--- config.mk ---
export PLATFORM = sky130hd
export DESIGN_NAME = sqrt_csel_adder
export DESIGN_NICKNAME = d
export VERILOG_FILES = /design/src/rtl/csa_pkg.sv /design/src/rtl/csa_ripple.sv /design/src/rtl/csa_incr.sv /design/src/rtl/csa_group.sv /design/src/rtl/sqrt_csel_adder.sv
export SDC_FILE = /design/constraint.sdc
export NUM_CORES = 1
export LEC_CHECK = 0
export BUFFER_PORTS_ARGS = -buffer_cell sky130_fd_sc_hd__buf_2
export CAP_MARGIN = 20
export CORE_MARGIN = 3
export CORE_UTILIZATION = 46
export DETAILED_ROUTE_END_ITERATION = 12
export PLACE_DENSITY = 0.85
export SLEW_MARGIN = 10
export SYNTH_ARGS = -nofsm -noshare
export SYNTH_HDL_FRONTEND = slang
export SYNTH_SLANG_ARGS = --single-unit
--- constraint.sdc ---
create_clock -name vclk -period 3
set_input_delay 0 -clock vclk [all_inputs]
set_output_delay 0 -clock vclk [all_outputs]
set_load 0.05 [all_outputs]
--- src/rtl/csa_pkg.sv ---
package csa_pkg;
  localparam int DATA_W  = 16;
  localparam int NUM_GRP = 5;
  localparam int GRP_W [NUM_GRP] = '{2, 2, 3, 4, 5};

  // Least significant bit position of slice g.
  function automatic int grp_lo(input int g);
    int acc;
    acc = 0;
    for (int i = 0; i < g; i++) acc += GRP_W[i];
    return acc;
  endfunction
endpackage

--- src/rtl/csa_ripple.sv ---
module csa_ripple #(
  parameter int W        = 2,
  parameter bit ZERO_CIN = 1'b0
) (
  input  logic [W-1:0] a,
  input  logic [W-1:0] b,
  input  logic         ci,
  output logic [W-1:0] s,
  output logic         co
);
  logic [W:0] cy;

  assign cy[0] = ZERO_CIN ? 1'b0 : ci;

  for (genvar i = 0; i < W; i++) begin : g_bit
    if (ZERO_CIN && i == 0) begin : g_half
      // carry-in known zero: half adder
      assign s[i]    = a[i] ^ b[i];
      assign cy[i+1] = a[i] & b[i];
    end else begin : g_full
      assign s[i]    = a[i] ^ b[i] ^ cy[i];
      assign cy[i+1] = (a[i] & b[i]) | (cy[i] & (a[i] ^ b[i]));
    end
  end

  assign co = cy[W];
endmodule

--- src/rtl/csa_incr.sv ---
module csa_incr #(
  parameter int W = 3
) (
  input  logic [W-1:0] v,
  output logic [W-1:0] x
);
  // all_low[k] = AND of v[k-1:0]; all_low[0] = 1
  logic [W-1:0] all_low;

  assign all_low[0] = 1'b1;
  for (genvar k = 1; k < W; k++) begin : g_chain
    assign all_low[k] = all_low[k-1] & v[k-1];
  end

  for (genvar k = 0; k < W; k++) begin : g_out
    assign x[k] = v[k] ^ all_low[k];
  end
endmodule

--- src/rtl/csa_group.sv ---
module csa_group #(
  parameter int W = 3
) (
  input  logic [W-1:0] a,
  input  logic [W-1:0] b,
  input  logic         sel,
  output logic [W-1:0] s,
  output logic         co
);
  logic [W-1:0] ps;
  logic         pc;
  logic [W:0]   plus1;

  csa_ripple #(.W(W), .ZERO_CIN(1'b1)) u_rip (
    .a (a),
    .b (b),
    .ci(1'b0),
    .s (ps),
    .co(pc)
  );

  csa_incr #(.W(W + 1)) u_inc (
    .v({pc, ps}),
    .x(plus1)
  );

  always_comb begin
    if (sel) {co, s} = plus1;
    else     {co, s} = {pc, ps};
  end
endmodule

--- src/rtl/sqrt_csel_adder.sv ---
module sqrt_csel_adder
  import csa_pkg::*;
(
  input  logic [DATA_W-1:0] opa,
  input  logic [DATA_W-1:0] opb,
  input  logic              carry_in,
  output logic [DATA_W-1:0] sum_o,
  output logic              carry_out,
  output logic              grp_c1,
  output logic              grp_c3,
  output logic              grp_c6,
  output logic              grp_c10
);
  logic [NUM_GRP:0] gc;

  assign gc[0] = carry_in;

  for (genvar g = 0; g < NUM_GRP; g++) begin : g_slice
    localparam int LO = grp_lo(g);
    localparam int W  = GRP_W[g];
    if (g == 0) begin : g_base
      csa_ripple #(.W(W), .ZERO_CIN(1'b0)) u_base (
        .a (opa[LO +: W]),
        .b (opb[LO +: W]),
        .ci(gc[g]),
        .s (sum_o[LO +: W]),
        .co(gc[g+1])
      );
    end else begin : g_sel
      csa_group #(.W(W)) u_grp (
        .a  (opa[LO +: W]),
        .b  (opb[LO +: W]),
        .sel(gc[g]),
        .s  (sum_o[LO +: W]),
        .co (gc[g+1])
      );
    end
  end

  assign grp_c1    = gc[1];
  assign grp_c3    = gc[2];
  assign grp_c6    = gc[3];
  assign grp_c10   = gc[4];
  assign carry_out = gc[NUM_GRP];
endmodule

## Yosys cells after proc, flatten, opt, wreduce, memory -nomap -nowiden

Index checks and enable logic that the tools add are counted.

- Mux-type cells: 8
- Bitwise gates (word level): 96

Operators with widths:

| kind | count |
|---|---|
| XOR 1 bit | 42 |
| bitwise AND 1 bit | 38 |
| OR 1 bit | 12 |
| 2-to-1 mux 5 bit | 1 |
| 2-to-1 mux 1 bit | 4 |
| 2-to-1 mux 4 bit | 1 |
| inverter 1 bit | 4 |
| 2-to-1 mux 3 bit | 1 |
| 2-to-1 mux 2 bit | 1 |

- Register bits after elaboration: 0
- Input bits: 33
- Output and inout port bits: 21
- Logic and storage cells: 104

## Longest topological paths before layout

Gate-level depths: netlist of the first run.

- Depth after elaboration: 11
- Mapped depth: 13
- Depth with buffers taken out: 13

## Modules after synthesis

From an unflattened synthesis of the first run, not the netlist that was laid out.

- Cell total of the unflattened synthesis: 95
- Area total of the unflattened synthesis: 859.6 um^2

Modules (own cells, without submodules):

| module | times used | cells an instance | area an instance (um^2) | sequential area each (um^2) |
|---|---|---|---|---|
| csa_ripple (g_slice[4].g_sel.u_grp.u_rip) | 1 | 15 | 130.1 | 0.0 |
| csa_ripple (g_slice[3].g_sel.u_grp.u_rip) | 1 | 14 | 110.1 | 0.0 |
| csa_group (g_slice[4].g_sel.u_grp) | 1 | 8 | 105.1 | 0.0 |
| csa_ripple (g_slice[2].g_sel.u_grp.u_rip) | 1 | 8 | 71.3 | 0.0 |
| csa_ripple (g_slice[0].g_base.u_base) | 1 | 10 | 70.1 | 0.0 |
| csa_incr (g_slice[4].g_sel.u_grp.u_inc) | 1 | 6 | 62.6 | 0.0 |
| csa_group (g_slice[3].g_sel.u_grp) | 1 | 6 | 60.1 | 0.0 |
| csa_ripple (g_slice[1].g_sel.u_grp.u_rip) | 1 | 7 | 51.3 | 0.0 |
| csa_incr (g_slice[3].g_sel.u_grp.u_inc) | 1 | 5 | 50.0 | 0.0 |
| csa_group (g_slice[2].g_sel.u_grp) | 1 | 5 | 48.8 | 0.0 |
| csa_group (g_slice[1].g_sel.u_grp) | 1 | 4 | 37.5 | 0.0 |
| csa_incr (g_slice[2].g_sel.u_grp.u_inc) | 1 | 4 | 37.5 | 0.0 |
| csa_incr (g_slice[1].g_sel.u_grp.u_inc) | 1 | 3 | 25.0 | 0.0 |

## Worst setup path after synthesis of the first run

No wires, ideal clock.

- Kind: input to output
- From: input opa[4]
- To: output sum_o[10]
- Arrival time: 3.233 ns
- Required time: 3.000 ns
- Slack: -0.233 ns
- Stages on the path: 10
- Path buffers: 0
- Cell sequence: ha_1 -> inv_1 -> fa_1 -> inv_1 -> fa_1 -> ha_1 -> nand4bb_2 -> o21ai_4 -> xor2_1 -> o21ai_0

- Longest elaborated chain between the ends: 8
- Elaborated cells between the ends (all ways): 13
- Those cells by class: 2 x mux; 11 x bitwise

RTL lines:

| element | line | RTL |
|---|---|---|
| start: declaration | sqrt_csel_adder.sv:4 | `input logic [DATA_W-1:0] opa,` |
| bitwise AND 1 bit | csa_ripple.sv:19 | `assign cy[i+1] = a[i] & b[i];` |
| bitwise AND 1 bit | csa_ripple.sv:22 | `assign cy[i+1] = (a[i] & b[i]) \| (cy[i] & (a[i] ^ b[i]));` |
| OR 1 bit | csa_ripple.sv:22 |  |
| bitwise AND 1 bit / XOR 1 bit (equally long branches) | csa_ripple.sv:22, csa_ripple.sv:21 |  |
| OR 1 bit / bitwise AND 1 bit (equally long branches) | csa_ripple.sv:22, csa_incr.sv:12 |  |
| XOR 1 bit | csa_incr.sv:16 | `assign x[k] = v[k] ^ all_low[k];` |
| 2-to-1 mux 1 bit * | csa_group.sv:28 | `if (sel) {co, s} = plus1;` |
| net grp_c6 | sqrt_csel_adder.sv:11 | `output logic grp_c6,` |
| 2-to-1 mux 4 bit * | csa_group.sv:28 |  |
| end: declaration | sqrt_csel_adder.sv:7 | `output logic [DATA_W-1:0] sum_o,` |

The timed path passes the listed nets; every way through them passes the cells marked *.

## Worst setup path in the final report of the first run

- From: input opa[11]
- To: output carry_out

- Longest elaborated chain between the ends: 11
- Elaborated cells between the ends (all ways): 20
- Those cells by class: 1 x mux; 19 x bitwise

RTL lines:

| element | line | RTL |
|---|---|---|
| bitwise AND 1 bit | csa_ripple.sv:19 |  |
| bitwise AND 1 bit | csa_ripple.sv:22 |  |
| OR 1 bit | csa_ripple.sv:22 |  |
| bitwise AND 1 bit | csa_ripple.sv:22 |  |
| OR 1 bit | csa_ripple.sv:22 |  |
| bitwise AND 1 bit | csa_ripple.sv:22 |  |
| OR 1 bit | csa_ripple.sv:22 |  |
| bitwise AND 1 bit / XOR 1 bit (equally long branches) | csa_ripple.sv:22, csa_ripple.sv:21 |  |
| OR 1 bit / bitwise AND 1 bit (equally long branches) | csa_ripple.sv:22, csa_incr.sv:12 |  |
| XOR 1 bit | csa_incr.sv:16 |  |
| 2-to-1 mux 1 bit * | csa_group.sv:28 |  |
| end: declaration | sqrt_csel_adder.sv:8 | `output logic carry_out,` |

Every way passes the cells marked *; elsewhere a longest branch is shown, timed or not.

==> impl_metrics.py, run 1 <==
metrics = {
    "status": {
        "outcome": "completed",
    },
    "setup_path": {
        "critPathKind": "in -> out",
        "slowest_delay_ns": 0.56,
        "crit_chain": "buf_2 > ha_1 > inv_1 > fa_1 > inv_1 > fa_1 > fa_2 > fa_2 > ha_4 > buf_4 > inv_1 > or3_4 > o221ai_2 > buf_6",
        "worstPathRequired_ns": 3.00,
        "arrival_ns": 2.90,
        "cp-start-kind": "primary input",
        "crit_top_cell": "inv_1",
        "timing.critical_path.to_type": "primary output",
        "timing.critical_path.slowest_stage_cell": "fa_2",
        "worst-path-max-fanout": 3,
    },
    "synthesis": {
        "synth-seq-area-share_pct": 0,
        "yosys_warnings": 0,
        "synth_largest_type_area_fraction_pct": 27.67,
        "postSynthNetCount": 151,
        "synthesis.area_per_instance_sq_um": 9.438,
        "post_synth_instance_area_sq_um": 868.3,
        "synth.lib_cells_used.distinct": 23,
        "synthCells": 92,
        "synth_area_leaders": "fa_1 28%, ha_1 20%, inv_1 11%",
        "synth_top_area_cell": "fa_1",
    },
    "sta": {
        "fmax_ghz": 0.3450,
        "finalHoldViolCount": 0,
        "slew_viol_final": 0,
        "worst-slew-pin-transition_ns": 0.4102,
        "tns_ns": 0,
        "slew_hr_pct": 72.57,
        "post-route-min-period_ns": 2.899,
        "layout_worst_path_cycle_share_pct": 96.62,
        "finalSetupViolCount": 0,
    },
    "grt": {
        "initial_antenna_violation_count": 0,
        "grt.total_usage_pct": 17.51,
        "grt_pass1_wl_microns": 3588,
        "maximum_number_of_pins_on_one_net_before_global_route_repair": 9,
        "first_global_vias": 886,
        "globalRouteOverflowTotal": 0,
    },
    "min_path": {
        "whs_path_depth": 3,
        "worstHoldPathType": "in -> out",
    },
    "pwr": {
        "peakVddDrop_v": 0.0002610,
        "power.density_cell_area_nw_per_um2": 446.8,
        "leakage_nw": 0.7060,
    },
    "cts": {
        "cts.hold.buffers_added": 0,
    },
    "cells_and_area": {
        "layout.nets": 211,
        "instances_no_fill": 175,
        "synthToLayoutAreaGrowth_pct": 49.57,
        "mostFrequentLayoutCell": "buf_2",
        "commonest_cells_after_routing_fill_and_taps_aside": "48 x buf_2, 26 x inv_1, 13 x ha_1",
        "share_of_layout_cells_above_drive_strength_1_pct": 52.67,
        "final_core_util_pct": 74.41,
        "clockBufferCount": 0,
        "sequential_cell_count": 0,
        "antennaDiodeCount": 0,
        "layout.area.seq_sq_um": 0,
    },
    "die": {
        "io-pin-count": 54,
        "die-width_microns": 49.45,
        "die_height_microns": 49.45,
        "core.rowCount": 15,
        "design.die.area_sq_um": 2445,
        "core_area_sq_um": 1745,
        "start_util_pct": 49.75,
    },
    "place": {
        "place_congestion": 0.7217,
        "port_buffers": 54,
        "detailed_place_hpwl_microns": 1828,
        "placed_cells": 174,
    },
    "job": {
        "max-cap-violations": 0,
    },
    "drt": {
        "route.detailed.drc": 0,
        "drtIter0Drc": 7,
        "routed-via-count": 850,
        "totalWireLength_microns": 2136,
        "final_antenna_net_count": 0,
        "avgViaCountPerCell": 4.857,
        "avgRoutedWirePerCell_microns": 12.21,
        "detail_route.first_pass.iterations": 4,
    },
}
final timing paths:
path,startpoint,end
worst max-delay path,opa[11],carry_out
worst min-delay path,carry_in,sum_o[0]
Yosys cell counts:
master	n
nand4bb_2	1
o221ai_1	1
mux2_4	4
o31ai_1	1
ha_1	14
o21ai_4	1
mux2_2	2
nand2b_1	1
fa_1	12
xnor2_1	1
or3_1	1
or2b_1	1
mux2i_4	1
or3_2	1
nor2b_4	1
nand2_1	8
nand4b_1	1
o311ai_0	1
o21ai_0	5
xor2_1	5
nor2_1	2
xnor2_4	1
inv_1	26
per-stage QoR:
stage	power (mW)	hold WS [ns]	worst slack (ns)	cell area, sq um
after global routing	0.6221	0.4884	-0.005187	1299
after floorplan	0.4178	0.3730	0.03110	889.6
after global placement	0.5168	0.4778	0.01336	1214
after CTS	0.5426	0.4872	0.007834	1225
after detailed placement	0.5354	0.4843	-0.08692	1214
final	0.5803	0.4830	0.1013	1299
cells by family (layout without fill, tap and decap cells):
kind of cell | after synthesis | in the layout | share of synthesized area (%)
AND/OR/NAND/NOR | 17 | 17 | 11.96
buffers and inverters | 26 | 84 | 11.24
adder cells (fa/ha/maj) | 26 | 26 | 47.84
multiplexers | 7 | 7 | 12.10
XOR/XNOR | 7 | 7 | 9.222
AO/OA/AOI/OAI | 9 | 9 | 7.638
worst max-delay path, delay by kind of cell:
| kind | cells | cell delay [ns] |
|---|---|---|
| AOI/OAI and AO/OA | 1 | 0.17 |
| adders and majority gates | 6 | 1.79 |
| and+or+nand+nor | 1 | 0.38 |
| buffers and inverters | 6 | 0.55 |
report_power, final:
group	internal, mW	switching (mW)
sequential	0	0
clock	0	0
combinational	0.199	0.381
layer usage:
layer / up-vias / global-route usage (%) / share of wire, %
met5: - / 0 / 0
met2: 37 / 36.38 / 60
met4: 0 / 1.843 / 1.1
met1: 402 / 18.83 / 33
met3: 4 / 2.141 / 5.8
li1: 407 / - / -
layout make-up:
| type | instances | area [sq um] |
|---|---|---|
| multi-input cells | 66 | 828.3 |
| fillers | 136 | 446.7 |
| repair buffers | 58 | 341.6 |
| inverters | 26 | 97.59 |
| well taps | 25 | 31.28 |
timing repair:
item	4_1_cts	5_1_grt
endpoints found under the setup margin	1	5
resized for setup	5	23
setup buffers	0	1
gates cloned	0	0
pin swaps	3	4
No activity file was read; power rests on OpenSTA's default activity.
==> run 2, diff against run 1 <==
--- a/config.mk
+++ b/config.mk
@@ -14,4 +14,5 @@
 export SLEW_MARGIN = 10
 export SYNTH_ARGS = -nofsm -noshare
 export SYNTH_HDL_FRONTEND = slang
+export SYNTH_HIERARCHICAL = 1
 export SYNTH_SLANG_ARGS = --single-unit
==> impl_metrics.py, run 2 <==
metrics = {
    "status": {
        "outcome": "completed",
    },
    "setup_path": {
        "cp.buffers_inverters": 4,
        "worst-path-stages": 10,
        "crit_top_cell": "mux2_4",
        "timing.critical_path.to_type": "primary output",
        "critPathKind": "in -> out",
        "worst-path-max-fanout": 7,
        "timing.critical_path.slowest_stage_cell": "fa_1",
        "arrival_ns": 2.68,
        "crit_chain": "buf_2 > inv_1 > fa_1 > fa_1 > clkinvlp_4 > mux2_4 > mux2_4 > mux2_4 > mux2_4 > buf_2",
        "worst_path_dominant_cell_family": "multiplexers",
        "cp-start-kind": "primary input",
        "worstPathRequired_ns": 3.00,
        "setup.worst_path.start": "opa[0]",
        "slowest_delay_ns": 0.42,
    },
    "sta": {
        "layout_worst_path_cycle_share_pct": 89.20,
        "fmax_ghz": 0.3737,
        "grt_setup_unrepaired": "false",
        "finalSetupViolCount": 0,
        "slew_viol_final": 0,
        "finalHoldViolCount": 0,
        "worst-slew-pin-transition_ns": 0.2630,
        "post-route-min-period_ns": 2.676,
        "tns_ns": 0,
        "slew_hr_pct": 82.59,
    },
    "cells_and_area": {
        "mostFrequentLayoutCell": "buf_2",
        "final.fill_count": 139,
        "instances_no_fill": 168,
        "multi_input_area_sq_um": 686.9,
        "layout.area.seq_sq_um": 0,
        "synthToLayoutAreaGrowth_pct": 36.00,
        "antennaDiodeCount": 0,
        "layout.nets": 205,
        "sequential_cell_count": 0,
        "share_of_layout_cells_above_drive_strength_1_pct": 50.69,
        "clockBufferCount": 0,
        "commonest_cells_after_routing_fill_and_taps_aside": "54 x buf_2, 41 x inv_1, 14 x ha_1",
    },
    "grt": {
        "grt_pass1_wl_microns": 3208,
        "globalRouteOverflowTotal": 0,
        "global_route.usage.met1_pct": 14.02,
        "grt_util_met2_pct": 36.43,
        "first_global_vias": 855,
        "maximum_number_of_pins_on_one_net_before_global_route_repair": 8,
        "grt.total_usage_pct": 16.06,
        "global_route_layer_with_the_greatest_usage": "met2",
        "met3_usage_pct": 3.058,
        "initial_antenna_violation_count": 0,
    },
    "place": {
        "port_buffers": 54,
        "place_congestion": 0.6844,
        "placed_cells": 168,
        "detailed_place_hpwl_microns": 1686,
    },
    "drt": {
        "avgViaCountPerCell": 4.536,
        "totalWireLength_microns": 1722,
        "route.detailed.drc": 0,
        "final_antenna_net_count": 0,
        "detail_route.first_pass.iterations": 4,
        "drtIter0Drc": 4,
        "avgRoutedWirePerCell_microns": 10.25,
        "routed-via-count": 762,
    },
    "cts": {
        "post_cts_setup_driven_buffer_insertion_count": 0,
        "cts.hold.buffers_added": 0,
        "cts.repair.resized": 0,
    },
    "die": {
        "die_height_microns": 48.85,
        "start_util_pct": 52.41,
        "design.die.area_sq_um": 2386,
        "core_area_sq_um": 1612,
        "io-pin-count": 54,
        "die-width_microns": 48.85,
        "core.rowCount": 14,
    },
    "job": {
        "max-cap-violations": 0,
    },
    "synthesis": {
        "post_synth_instance_area_sq_um": 844.6,
        "synthCells": 91,
        "synthesis.area_per_instance_sq_um": 9.281,
        "postSynthNetCount": 150,
        "yosys_warnings": 6,
    },
    "min_path": {
        "worstHoldPathType": "in -> out",
        "whs_path_depth": 5,
        "min_from": "carry_in",
    },
    "pwr": {
        "power.density_cell_area_nw_per_um2": 512.1,
        "peakVddDrop_v": 0.0003475,
        "leakage_nw": 0.7614,
    },
}
-- run 2: changes by cell type in the layout (fill, tap and decap cells not counted), sizes merged, moves of 2 or more --
cell   change
xnor2      -2
mux2      +12
nor2       -2
buf        -4
o21ai      -6
nand2      -8
or3        -2
inv       +15
-- run 2: report_power, final --
group          switching [mW]  internal (mW)  total [mW]
logic                   0.396          0.192       0.588
clock network               0              0           0
registers                   0              0           0
total                   0.396          0.192       0.588
-- run 2: through the flow --
stage	power, mW	utilization (%)	hold WS (ns)	cell area [sq um]	worst slack, ns
floorplan	0.4820	-	0.3781	859.6	0.06095
global placement	0.5740	71.27	0.5216	1149	0.3678
detailed placement	0.5938	71.27	0.5329	1149	0.3125
CTS	0.5955	71.27	0.5329	1149	0.3192
global route	0.6337	71.27	0.5580	1149	0.1958
finish	0.5882	71.27	0.5307	1149	0.3240
-- run 2: layout make-up --
type	count	share of cell area, %
tap	24	2.614
inverter	42	14.05
timing repair buffer	54	23.53
multi-input combinational	48	59.80
-- run 2: tightest hold or removal path: stages --
cell	delay (ns)
buf_2	0.10
inv_1	0.06
fa_1	0.15
inv_1	0.03
buf_2	0.20
-- run 2: layer usage --
layer	share of wire [%]	vias to the layer above
li1	-	371
met1	31	351
met2	58	36
met3	8.9	4
met4	1.7	0
met5	0	-
-- run 2: path summary, 6_finish.rpt --
path               endpoint  slack [ns]
setup / recovery  sum_o[13]        0.32
hold / removal     sum_o[0]        0.53
